$ cat src/rtl/psw_pkg.sv
package psw_pkg;
  localparam int REG_W = 64;
  localparam int SRC_N = 8;
  localparam int CODE_W = 4;

  // source indices, also their wake priority (lower index wins)
  localparam int SRC_RESET = 0;
  localparam int SRC_MCHK = 1;
  localparam int SRC_HMAINT = 2;
  localparam int SRC_EXT = 3;
  localparam int SRC_DEC = 4;
  localparam int SRC_HDBELL = 5;
  localparam int SRC_DBELL = 6;
  localparam int SRC_AUX = 7;

  // big-endian enable bit numbers
  localparam int BE_DBELL = 47;
  localparam int BE_HDBELL = 48;
  localparam int BE_EXT = 49;
  localparam int BE_DEC = 50;
  localparam int BE_MCHK = 51;

  // big-endian positions in the saved status
  localparam int BE_DOZE_FLAG = 47;
  localparam int BE_CAUSE_LSB = 45;

  typedef enum logic [1:0] {
    LVL_DOZE = 2'd0,
    LVL_NAP = 2'd1,
    LVL_SLEEP = 2'd2,
    LVL_WINKLE = 2'd3
  } psLevel_e;

  typedef struct packed {
    logic enter;
    logic privErr;
    logic wakeOk;
    logic wakeBad;
  } ctlStb_t;

  function automatic int leBit(input int beIdx);
    return REG_W - 1 - beIdx;
  endfunction
endpackage

$ cat src/rtl/psw_enable_map.sv
module psw_enable_map
  import psw_pkg::*;
(
  input  logic [REG_W-1:0] partCtl,
  input  logic             extLayout,
  output logic [SRC_N-1:0] enMask
);
  localparam int LE_DBELL = REG_W - 1 - BE_DBELL;
  localparam int LE_HDBELL = REG_W - 1 - BE_HDBELL;
  localparam int LE_EXT = REG_W - 1 - BE_EXT;
  localparam int LE_DEC = REG_W - 1 - BE_DEC;
  localparam int LE_MCHK = REG_W - 1 - BE_MCHK;

  always_comb begin
    enMask = '0;
    enMask[SRC_RESET] = 1'b1;
    enMask[SRC_MCHK] = partCtl[LE_MCHK];
    enMask[SRC_HMAINT] = partCtl[LE_MCHK];
    enMask[SRC_AUX] = partCtl[LE_MCHK];
    enMask[SRC_EXT] = partCtl[LE_EXT];
    enMask[SRC_DEC] = partCtl[LE_DEC];
    enMask[SRC_HDBELL] = extLayout & partCtl[LE_HDBELL];
    enMask[SRC_DBELL] = extLayout & partCtl[LE_DBELL];
  end
endmodule

$ cat src/rtl/psw_cause_pick.sv
module psw_cause_pick
  import psw_pkg::*;
#(
  localparam int IDX_W = $clog2(SRC_N)
) (
  input  logic [SRC_N-1:0]  liveSrc,
  output logic              anyHit,
  output logic [IDX_W-1:0]  winIdx,
  output logic [CODE_W-1:0] causeCode,
  output logic              hasCode,
  output logic              isMchk
);
  always_comb begin
    winIdx = '0;
    for (int i = SRC_N - 1; i >= 0; i--) begin
      if (liveSrc[i]) winIdx = IDX_W'(i);
    end
    anyHit = |liveSrc;
  end

  always_comb begin
    causeCode = '0;
    hasCode = 1'b1;
    isMchk = 1'b0;
    case (int'(winIdx))
      SRC_RESET:  causeCode = 4'h4;
      SRC_MCHK:   isMchk = 1'b1;
      SRC_HMAINT: causeCode = 4'hA;
      SRC_EXT:    causeCode = 4'h8;
      SRC_DEC:    causeCode = 4'h6;
      SRC_HDBELL: causeCode = 4'h3;
      SRC_DBELL:  causeCode = 4'h5;
      default:    hasCode = 1'b0;
    endcase
  end
endmodule

$ cat src/rtl/psw_datapath.sv
module psw_datapath
  import psw_pkg::*;
#(
  parameter int VEC_W = 16,
  parameter logic [VEC_W-1:0] RESET_VEC = 16'h0100,
  parameter logic [VEC_W-1:0] MCHK_VEC = 16'h0200
) (
  input  logic             clk,
  input  logic             rstN,
  input  logic [REG_W-1:0] partCtl,
  input  logic             extLayout,
  input  logic             hardReq,
  input  logic [SRC_N-1:0] pendSrc,
  input  ctlStb_t          stb,
  output logic             wakeHit,
  output logic             noCode,
  output logic             wakeReq,
  output logic [VEC_W-1:0] wakeVec,
  output logic [REG_W-1:0] wakeStatus,
  output logic             eeClr,
  output logic             wakeErr
);
  localparam int IDX_W = $clog2(SRC_N);
  localparam int LE_DOZE = REG_W - 1 - BE_DOZE_FLAG;
  localparam int LE_CAUSE = REG_W - 1 - BE_CAUSE_LSB;

  logic [SRC_N-1:0]  enMask;
  logic [SRC_N-1:0]  liveSrc;
  logic              anyHit;
  logic [IDX_W-1:0]  winIdx;
  logic [CODE_W-1:0] causeCode;
  logic              hasCode;
  logic              isMchk;
  logic [REG_W-1:0]  nextStatus;
  logic [VEC_W-1:0]  nextVec;

  psw_enable_map enMap_i (
    .partCtl(partCtl),
    .extLayout(extLayout),
    .enMask(enMask)
  );

  assign liveSrc = pendSrc & enMask & {SRC_N{hardReq}};

  psw_cause_pick pick_i (
    .liveSrc(liveSrc),
    .anyHit(anyHit),
    .winIdx(winIdx),
    .causeCode(causeCode),
    .hasCode(hasCode),
    .isMchk(isMchk)
  );

  assign wakeHit = anyHit;
  assign noCode = ~hasCode;

  always_comb begin
    nextStatus = '0;
    nextStatus[LE_DOZE] = 1'b1;
    if (!isMchk) nextStatus[LE_CAUSE +: CODE_W] = causeCode;
    nextVec = isMchk ? MCHK_VEC : RESET_VEC;
  end

  always_ff @(posedge clk) begin
    if (!rstN) begin
      wakeReq <= 1'b0;
      eeClr <= 1'b0;
      wakeErr <= 1'b0;
      wakeVec <= '0;
      wakeStatus <= '0;
    end else begin
      wakeReq <= stb.wakeOk;
      eeClr <= stb.wakeOk & ~isMchk;
      wakeErr <= stb.wakeBad;
      if (stb.wakeOk) begin
        wakeVec <= nextVec;
        wakeStatus <= nextStatus;
      end
    end
  end
endmodule

$ cat src/rtl/psw_ctrl.sv
module psw_ctrl
  import psw_pkg::*;
(
  input  logic       clk,
  input  logic       rstN,
  input  logic       cmdValid,
  input  logic [1:0] cmdKind,
  input  logic       hvMode,
  input  logic       msrEe,
  input  logic       hardReq,
  input  logic       wakeHit,
  input  logic       noCode,
  output ctlStb_t    stb,
  output logic       halted,
  output logic [1:0] psLevel,
  output logic       eeSet,
  output logic       privFault,
  output logic       hasWork
);
  typedef enum logic {ST_RUN = 1'b0, ST_HALT = 1'b1} state_e;
  state_e   state;
  psLevel_e level;

  always_comb begin
    stb.enter = (state == ST_RUN) & cmdValid & hvMode;
    stb.privErr = (state == ST_RUN) & cmdValid & ~hvMode;
    stb.wakeOk = (state == ST_HALT) & wakeHit & ~noCode;
    stb.wakeBad = (state == ST_HALT) & wakeHit & noCode;
  end

  always_ff @(posedge clk) begin
    if (!rstN) begin
      state <= ST_RUN;
      level <= LVL_DOZE;
      eeSet <= 1'b0;
      privFault <= 1'b0;
    end else begin
      eeSet <= stb.enter;
      privFault <= stb.privErr;
      if (stb.enter) begin
        state <= ST_HALT;
        level <= psLevel_e'(cmdKind);
      end else if (stb.wakeOk || stb.wakeBad) begin
        state <= ST_RUN;
      end
    end
  end

  assign halted = (state == ST_HALT);
  assign psLevel = level;
  assign hasWork = halted ? wakeHit : (msrEe & hardReq);
endmodule

$ cat src/rtl/psw_wake_top.sv
module psw_wake_top
  import psw_pkg::*;
#(
  parameter int VEC_W = 16,
  parameter logic [VEC_W-1:0] RESET_VEC = 16'h0100,
  parameter logic [VEC_W-1:0] MCHK_VEC = 16'h0200
) (
  input  logic             clk,
  input  logic             rstN,
  input  logic             cmdValid,
  input  logic [1:0]       cmdKind,
  input  logic             hvMode,
  input  logic             msrEe,
  input  logic [REG_W-1:0] partCtl,
  input  logic             extLayout,
  input  logic             hardReq,
  input  logic [SRC_N-1:0] pendSrc,
  output logic             halted,
  output logic [1:0]       psLevel,
  output logic             eeSet,
  output logic             privFault,
  output logic             hasWork,
  output logic             wakeReq,
  output logic [VEC_W-1:0] wakeVec,
  output logic [REG_W-1:0] wakeStatus,
  output logic             eeClr,
  output logic             wakeErr
);
  ctlStb_t stb;
  logic    wakeHit;
  logic    noCode;

  psw_ctrl ctrl_i (
    .clk(clk), .rstN(rstN), .cmdValid(cmdValid), .cmdKind(cmdKind),
    .hvMode(hvMode), .msrEe(msrEe), .hardReq(hardReq),
    .wakeHit(wakeHit), .noCode(noCode), .stb(stb), .halted(halted),
    .psLevel(psLevel), .eeSet(eeSet), .privFault(privFault),
    .hasWork(hasWork)
  );

  psw_datapath #(
    .VEC_W(VEC_W), .RESET_VEC(RESET_VEC), .MCHK_VEC(MCHK_VEC)
  ) dp_i (
    .clk(clk), .rstN(rstN), .partCtl(partCtl), .extLayout(extLayout),
    .hardReq(hardReq), .pendSrc(pendSrc), .stb(stb), .wakeHit(wakeHit),
    .noCode(noCode), .wakeReq(wakeReq), .wakeVec(wakeVec),
    .wakeStatus(wakeStatus), .eeClr(eeClr), .wakeErr(wakeErr)
  );
endmodule

$ cat config.mk
export PLATFORM = sky130hd
export DESIGN_NAME = psw_wake_top
export DESIGN_NICKNAME = d
export VERILOG_FILES = /design/src/rtl/psw_pkg.sv /design/src/rtl/psw_enable_map.sv /design/src/rtl/psw_cause_pick.sv /design/src/rtl/psw_datapath.sv /design/src/rtl/psw_ctrl.sv /design/src/rtl/psw_wake_top.sv
export SDC_FILE = /design/constraint.sdc
export NUM_CORES = 1
export LEC_CHECK = 0
export BUFFER_PORTS_ARGS = -buffer_cell sky130_fd_sc_hd__buf_2
export CAP_MARGIN = 20
export CORE_ASPECT_RATIO = 1.5
export CORE_MARGIN = 10
export CORE_UTILIZATION = 31
export DETAILED_ROUTE_END_ITERATION = 6
export GPL_ROUTABILITY_DRIVEN = 0
export GPL_TIMING_DRIVEN = 0
export PLACE_DENSITY = 0.82
export SYNTH_ARGS = -nofsm -noshare
export SYNTH_HDL_FRONTEND = slang
export SYNTH_SLANG_ARGS = --single-unit
$ cat constraint.sdc
create_clock -name clk -period 1.8 [get_ports clk]
set_input_delay 0.36 -clock clk [delete_from_list [all_inputs] [get_ports clk]]
set_output_delay 0.36 -clock clk [all_outputs]
set_load 0.01 [all_outputs]
# Word level (Yosys, flattened, before mapping)
# Cells that the tools add are included.
# word_totals
out_inout_bits	89
reg_bits	29
# classes
n_eq_ne	6
mux	16
reduce_logical	5
bitwise_logic	16
# ops
op	count
3-bit two-way mux	8
4-bit case mux with 6 select lines	1
8-bit bitwise AND	2
1-bit bitwise AND	10
10-bit two-way mux	1
3-bit == test (second input constant)	3
8-bit OR reduction	1
7-bit OR reduction	1
3-bit by 2-bit == test with 1-bit output (second input constant)	2
1-bit two-way mux	5
4-bit two-way mux	1
1-bit NOT	4
3-bit by 1-bit == test with 1-bit output (second input constant)	1
3-bit zero test	1
2-bit nonzero test	1
1-bit logical OR	1

# Longest topological paths before layout
# Gate-level depths: netlist of the first run.
# logic_depth
ltp_word	19
mapped_depth	5
depth_no_buf	5

# Modules after synthesis
# From an unflattened synthesis of the first run, not the netlist that was laid out.
# hier_totals
hier_cells	172
hier_area_um2	1368.8
# modules_own_cells
module	instances	area_each_um2	cells_each
psw_datapath	1	942.2	115
psw_ctrl	1	214.0	23
psw_cause_pick	1	151.4	25
psw_enable_map	1	61.3	9

# Worst setup path after synthesis of the first run
# OpenSTA, ideal clock, no wires.
# synth_path
path_type	input port to flip-flop
from	input port pendSrc[3]
to	register dp_i.wakeStatus[18]
required_ns	1.712
setup_ns	0.088
cell_stages	5
arrival_ns	1.543
slack_ns	0.169
path_cell_list	and2_1 a311oi_1 o21a_1 mux2_4 o32ai_2
# synth_via
elab_chain_cells	10
word_cells_on_any_way	21
classes_between	eq/ne: 6; mux: 8; bitwise: 4; reduce/logical: 3
# synth_rtl
item	line	source
start, declared	psw_wake_top.sv:17	input logic [SRC_N-1:0] pendSrc,
8-bit bitwise AND (*) (2 in a row)	psw_datapath.sv:43	assign liveSrc = pendSrc & enMask & {SRC_N{hardReq}};
3-bit two-way mux (4 in a row)	psw_cause_pick.sv:16	if (liveSrc[i]) winIdx = IDX_W'(i);
3-bit by 1-bit == test with 1-bit output (tied with other cells)	psw_cause_pick.sv:25	case (int'(winIdx))
7-bit OR reduction (no line)	--	
1-bit two-way mux	psw_cause_pick.sv:25	
1-bit bitwise AND	psw_ctrl.sv:27	stb.wakeOk = (state == ST_HALT) & wakeHit & ~noCode;
end signal, assigned	psw_datapath.sv:77	wakeStatus <= nextStatus;
end, declared	psw_datapath.sv:19	output logic [REG_W-1:0] wakeStatus,
# Every way passes the cells marked *; elsewhere a longest branch is shown, timed or not.
# A chain may end at the register's enable or synchronous reset.

# Worst setup path after layout of the first run
# layout_path
from	input port partCtl[12]
to	output port hasWork
# layout_via
elab_chain_cells	4
# layout_rtl
item	line	source
start, declared	psw_wake_top.sv:14	input logic [REG_W-1:0] partCtl,
8-bit bitwise AND (2 in a row)	psw_datapath.sv:43	
8-bit OR reduction	psw_cause_pick.sv:18	anyHit = |liveSrc;
1-bit two-way mux	psw_ctrl.sv:51	assign hasWork = halted ? wakeHit : (msrEe & hardReq);
end, declared	psw_wake_top.sv:22	output logic hasWork,
# No other way between the ends.

==> flow_metrics.tcl, run 1 <==
set metrics [dict create \
    status "finished clean" \
    drt-initial-drc-count 34 \
    port_buffers 37 \
    finalSetupViolations 0 \
    r2r_start "ctrl_i.halted" \
    timing.fmax_mhz 582 \
    viasPerCell 3.57 \
    seq_area_um2 300 \
    cts.clk_slew.worst_paths_ns 0.05 \
    cts_sinks 15 \
    die_x_um 71.6 \
    cp_cell_sequence "buf_2, and2_1, o21ai_4, nand3_2, o21ai_2, o21ai_0, buf_2" \
    overflow 0 \
    place_hpwl_mm 3.13 \
    power_per_cell_area_nw_per_um2 514 \
    cts-buffers-inserted 3 \
    skew_ns 0.000378 \
    start_util_pct 31.8 \
    ys_top_cells_by_area "buf_4, dfxtp_1, nand2_1" \
    yosys_warnings 0 \
    core_um2 3890 \
    nets 358 \
    reg2reg_to "dp_i.wakeStatus[20]" \
    cts_tree "done" \
    multiInputGateArea_um2 667 \
    slew_violations 0 \
    final_util_pct 47.9 \
    synth.yosys.seq_area_share_pct 24.3 \
    holdCritStartpoint "hvMode" \
    finalHoldViolCount 0 \
    worstRegToRegCells 4 \
    hold_end "ctrl_i.privFault" \
    die_area_um2 6970 \
    crit_type "input pin to output port" \
    crit_top_cell "buf_2" \
    htreeDepth 1 \
    slowest_delay_ns 0.18 \
    yosysUniqueCellTypes 30 \
    syn_area_per_cell_um2 7.87 \
    synthesis.area_um2 1240 \
    hold_buffers 0 \
    routed_wl_mm 3.54 \
    fillers 364 \
    cp.arrival_ns 1.36 \
    min_path_cells 2 \
    whs_ns 0.332 \
    final_cell_mix "buf_4, conb_1, buf_2" \
    rows 28 \
    fin_crit_sh_pct 95.4 \
    final_common_cell "buf_4" \
    drive_gt1_share_pct 45.3 \
    cellLeakagePower_uw 0.00114 \
    root_buffer "clkbuf_8" \
    ant_nets 0 \
    cp.required_ns 1.44 \
    endpoint_kind "output port" \
    grt_pass1_wl_mm 5.18 \
    drc 0 \
    diodes 0 \
    cap_violations 0 \
    synth_top_cell_by_area "buf_4" \
    wl_per_cell_um 11.0 \
    layout_min_cycle_time_ns 1.72 \
    cts_buffer_depth 2 \
    ff2ff_setup_slack_ns 0.46 \
    peakVddDrop_mv 0.403 \
    die_h_um 97.3 \
    grt_max_degree 11 \
    cp-start-kind "input pin" \
    cpMaxStageDelayCell "o21ai_4" \
    drtPass1Iterations 4 \
    grt_pass1_vias 1117 \
    crit_fanout 5 \
    io_pins 170 \
    antenna_found_initial 0 \
    synth-seq-cells 15 \
    clkLatencyLatePin_ns 0.24 \
    area_delta_synth_final_pct 50.6 \
    vias 1147 \
    synth_cells 157 \
    gr-usage-all-layers_pct 8.95 \
    holdCritPathClass "input pin to flop" \
    synth_top_area_share_pct 44.3 \
]
==> worst max-delay path, delay by kind of cell <==
kind            cells  cell delay [ns]
compound gates      3             0.41
buf+inv             2             0.28
simple gates        2             0.30
==> timing repair <==
| action | in CTS | in global routing |
|---|---|---|
| setup endpoints to repair | 1 | 1 |
| resized for setup | 4 | 2 |
| pin swaps | 1 | 2 |
| buffers inserted | 1 | 5 |
==> per-layer routing <==
layer | GRT usage [%] | part of all wire (%) | vias up
met2 | 13.9 | 42 | 87
met3 | 10.1 | 25 | 5
li1 | - | - | 609
met5 | 0 | 0 | -
met4 | 3.14 | 1.2 | 0
met1 | 6.97 | 31 | 446
==> registers in the layout, indices dropped and copies added (netlist names) <==
register          flops
dp_i.wakeStatus       5
ctrl_i.psLevel        2
dp_i.wakeVec          2
ctrl_i.eeSet          1
ctrl_i.halted         1
ctrl_i.privFault      1
dp_i.eeClr            1
dp_i.wakeErr          1
dp_i.wakeReq          1
==> power by group <==
group	internal (uW)	switching, uW
registers	345	7.76
clock network	156	106
logic	170	172
total	672	285
==> synth_stat cells <==
cell / instances
dfxtp_1: 15
or3_1: 1
and2_1: 5
mux2_4: 1
a22o_1: 1
o211a_1: 1
inv_1: 3
nor2b_1: 1
a21boi_1: 1
a31o_1: 1
o21a_1: 2
nand4_1: 1
o22ai_1: 1
a311oi_1: 1
or2_1: 1
and3_1: 2
o21ai_0: 2
o32ai_1: 1
mux2i_1: 1
buf_4: 73
conb_1: 1
nand2_1: 20
o21ai_1: 3
o2111ai_1: 2
clkbuf_1: 1
nor2_1: 2
o32ai_2: 1
a21oi_1: 4
nor3_1: 2
nand3_1: 6
==> worst max path at each step <==
stage	slack [ns]	startpoint	endpoint
after floorplan	0.17	pendSrc[3]	dp_i.wakeStatus[18]
after global placement	-0.16	partCtl[12]	hasWork
after detailed placement	-0.17	partCtl[12]	hasWork
after CTS	0.03	partCtl[12]	hasWork
after global routing	-0.02	partCtl[12]	hasWork
final	0.08	partCtl[12]	hasWork
==> stage by stage <==
stage          std cells  instance area, um2  total power (uW)  worst slack (ns)  TNS [ns]
5_1_grt              321                1860              1020           -0.0183   -0.0183
3_3_place_gp         311                1750               664            -0.157    -0.213
6_report             321                1860               957            0.0832         0
2_1_floorplan        229                1510               608             0.169         0
4_1_cts              316                1820               935            0.0315         0
3_5_place_dp         311                1750               666            -0.166    -0.237
==> area by class of cell <==
class | count | area share (%)
well taps | 45 | 3.02
multi-input cells | 137 | 35.8
flip-flops and latches | 15 | 16.1
repair buffers | 43 | 12.4
clock buffers | 4 | 2.42
inverters | 3 | 0.605
plain buffers | 74 | 29.6
==> cells by family after synthesis <==
group	count (synthesis)	share of synthesized area, %
DFF	15	24.3
other	1	0.303
muxes	2	2.02
AOI/OAI and AO/OA	21	12.3
buffers and inverters	77	45.5
and+or+nand+nor	41	15.5
No activity file was read; power rests on OpenSTA's default activity.
==> inputs of run 2 (changes only) <==
==> constraint.sdc (replaced) <==
create_clock -name clk -period 1.8 [get_ports clk]
set_input_delay 0.18 -clock clk [delete_from_list [all_inputs] [get_ports clk]]
set_output_delay 0.18 -clock clk [all_outputs]
set_load 0.01 [all_outputs]
==> run 2 against run 1 <==
  * Critical path depth stayed put
  * Total power decreased by 2.4%
  * Critical endpoint unchanged
  * Largest cell class unchanged
  * Sequential cell count unchanged
==> flow_metrics.tcl, run 2 (synthesis results as in run 1) <==
set metrics [dict create \
    status "finished clean" \
    ant_nets 0 \
    skew_ns 0.000892 \
    diodes 0 \
    combPwrFrac_pct 34.1 \
    seq_area_um2 300 \
    drive_gt1_share_pct 42.6 \
    slowest_delay_ns 0.32 \
    top_register "dp_i.wakeStatus" \
    grt_max_degree 11 \
    htreeDepth 1 \
    power_frac_seq_pct 37.8 \
    multiInputGateArea_um2 643 \
    cts-buffers-inserted 3 \
    die_h_um 97.3 \
    viasPerCell 3.56 \
    power_per_cell_area_nw_per_um2 521 \
    largest_reg_flops 5 \
    cts_buffer_depth 2 \
    rsz0062_at_grt "no" \
    crit_type "input pin to output port" \
    gr-usage-all-layers_pct 8.87 \
    grt_pass1_wl_mm 5.11 \
    timing.fmax_mhz 632 \
    endpoint_kind "output port" \
    drt-initial-drc-count 40 \
    place_hpwl_mm 3.13 \
    cp_cell_sequence "buf_2, and2_1, o21ai_1, nand3_1, o21ai_0, o21ai_0, buf_2" \
    core_um2 3890 \
    finalSetupViolations 0 \
    fin_crit_sh_pct 87.9 \
    area_delta_synth_final_pct 45.0 \
    slew_violations 0 \
    root_buffer "clkbuf_8" \
    finalHoldViolCount 0 \
    clkPwrFrac_pct 28.2 \
    cpMaxStageDelayCell "o21ai_1" \
    drtPass1Iterations 2 \
    overflow 0 \
    crit_fanout 6 \
    peakVddDrop_mv 0.399 \
    p_switching_uw 276 \
    post_cts_buffers 0 \
    cellLeakagePower_uw 0.00110 \
    ff2ff_setup_slack_ns 0.50 \
    cap_violations 0 \
    wl_per_cell_um 10.7 \
    nets 352 \
    setup_tns_ns 0 \
    cts.clk_slew.worst_paths_ns 0.05 \
    hold_buffers 0 \
    cts_resized 0 \
    switching_share_pct 29.6 \
    holdCritPathClass "input pin to flop" \
    cp.arrival_ns 1.40 \
    antenna_found_initial 0 \
    die_x_um 71.6 \
    final_cell_mix "buf_4, conb_1, buf_2" \
    final_util_pct 46.1 \
    cp.required_ns 1.62 \
    start_util_pct 31.8 \
    fillers 373 \
    routed_wl_mm 3.38 \
    clkLatencyLatePin_ns 0.24 \
    cp-start-kind "input pin" \
    port_buffers 37 \
    p_int_uw 658 \
    grt_pass1_vias 1104 \
    cts_tree "done" \
    cts_sinks 15 \
    layout_min_cycle_time_ns 1.58 \
    drc 0 \
    die_area_um2 6970 \
    rows 28 \
    io_pins 170 \
    vias 1121 \
]
-- run 2: changes by cell type in the layout (fill, tap and decap cells not counted), sizes merged --
cell / previous run / this run
buf: 116 / 110
-- run 2: metrics by stage --
| step | std cells | total power (uW) | instance area (um2) | setup slack (ns) | hold slack [ns] |
|---|---|---|---|---|---|
| after global routing | 315 | 997 | 1790 | 0.0461 | 0.162 |
| after CTS | 315 | 929 | 1790 | 0.185 | 0.149 |
| after floorplan | 229 | 608 | 1510 | 0.349 | 0.252 |
| after detailed placement | 311 | 666 | 1750 | 0.109 | 0.407 |
| final | 315 | 934 | 1790 | 0.218 | 0.154 |
| after global placement | 311 | 664 | 1750 | 0.124 | 0.399 |
-- run 2: final cells by class --
class | instances | share of cell area, %
multi-input combinational | 137 | 35.9
tap | 45 | 3.14
buffer | 74 | 30.8
sequential | 15 | 16.7
clock buffer | 4 | 2.51
timing repair buffer | 37 | 10.3
inverter | 3 | 0.628
-- run 2: routing by layer --
metal / track usage [%] / part of all wire (%)
met1: 7.09 / 32
met2: 13.6 / 41
met3: 9.92 / 26
met4: 3.14 / 1.2
met5: 0 / 0
-- run 2: worst max-delay path: cells and delay by family --
family	cells	cell delay [ns]
buffers and inverters	2	0.28
AOI/OAI and AO/OA	3	0.60
and+or+nand+nor	2	0.33
-- run 2: power groups by stage --
stage | logic [uW] | registers (uW) | clock network (uW)
CTS | 307 | 353 | 269
global route | 355 | 355 | 288
detailed placement | 306 | 360 | 0
finish | 318 | 353 | 263
floorplan | 242 | 366 | 0
global placement | 304 | 360 | 0
-- run 2: final timing paths --
kind / start / to / depth (start not counted)
max: partCtl[12] / hasWork / 7
min: hvMode / ctrl_i.privFault / 2
max reg2reg: ctrl_i.halted / dp_i.wakeStatus[20] / 4
min reg2reg: dp_i.wakeStatus[21] / dp_i.wakeStatus[21] / 2
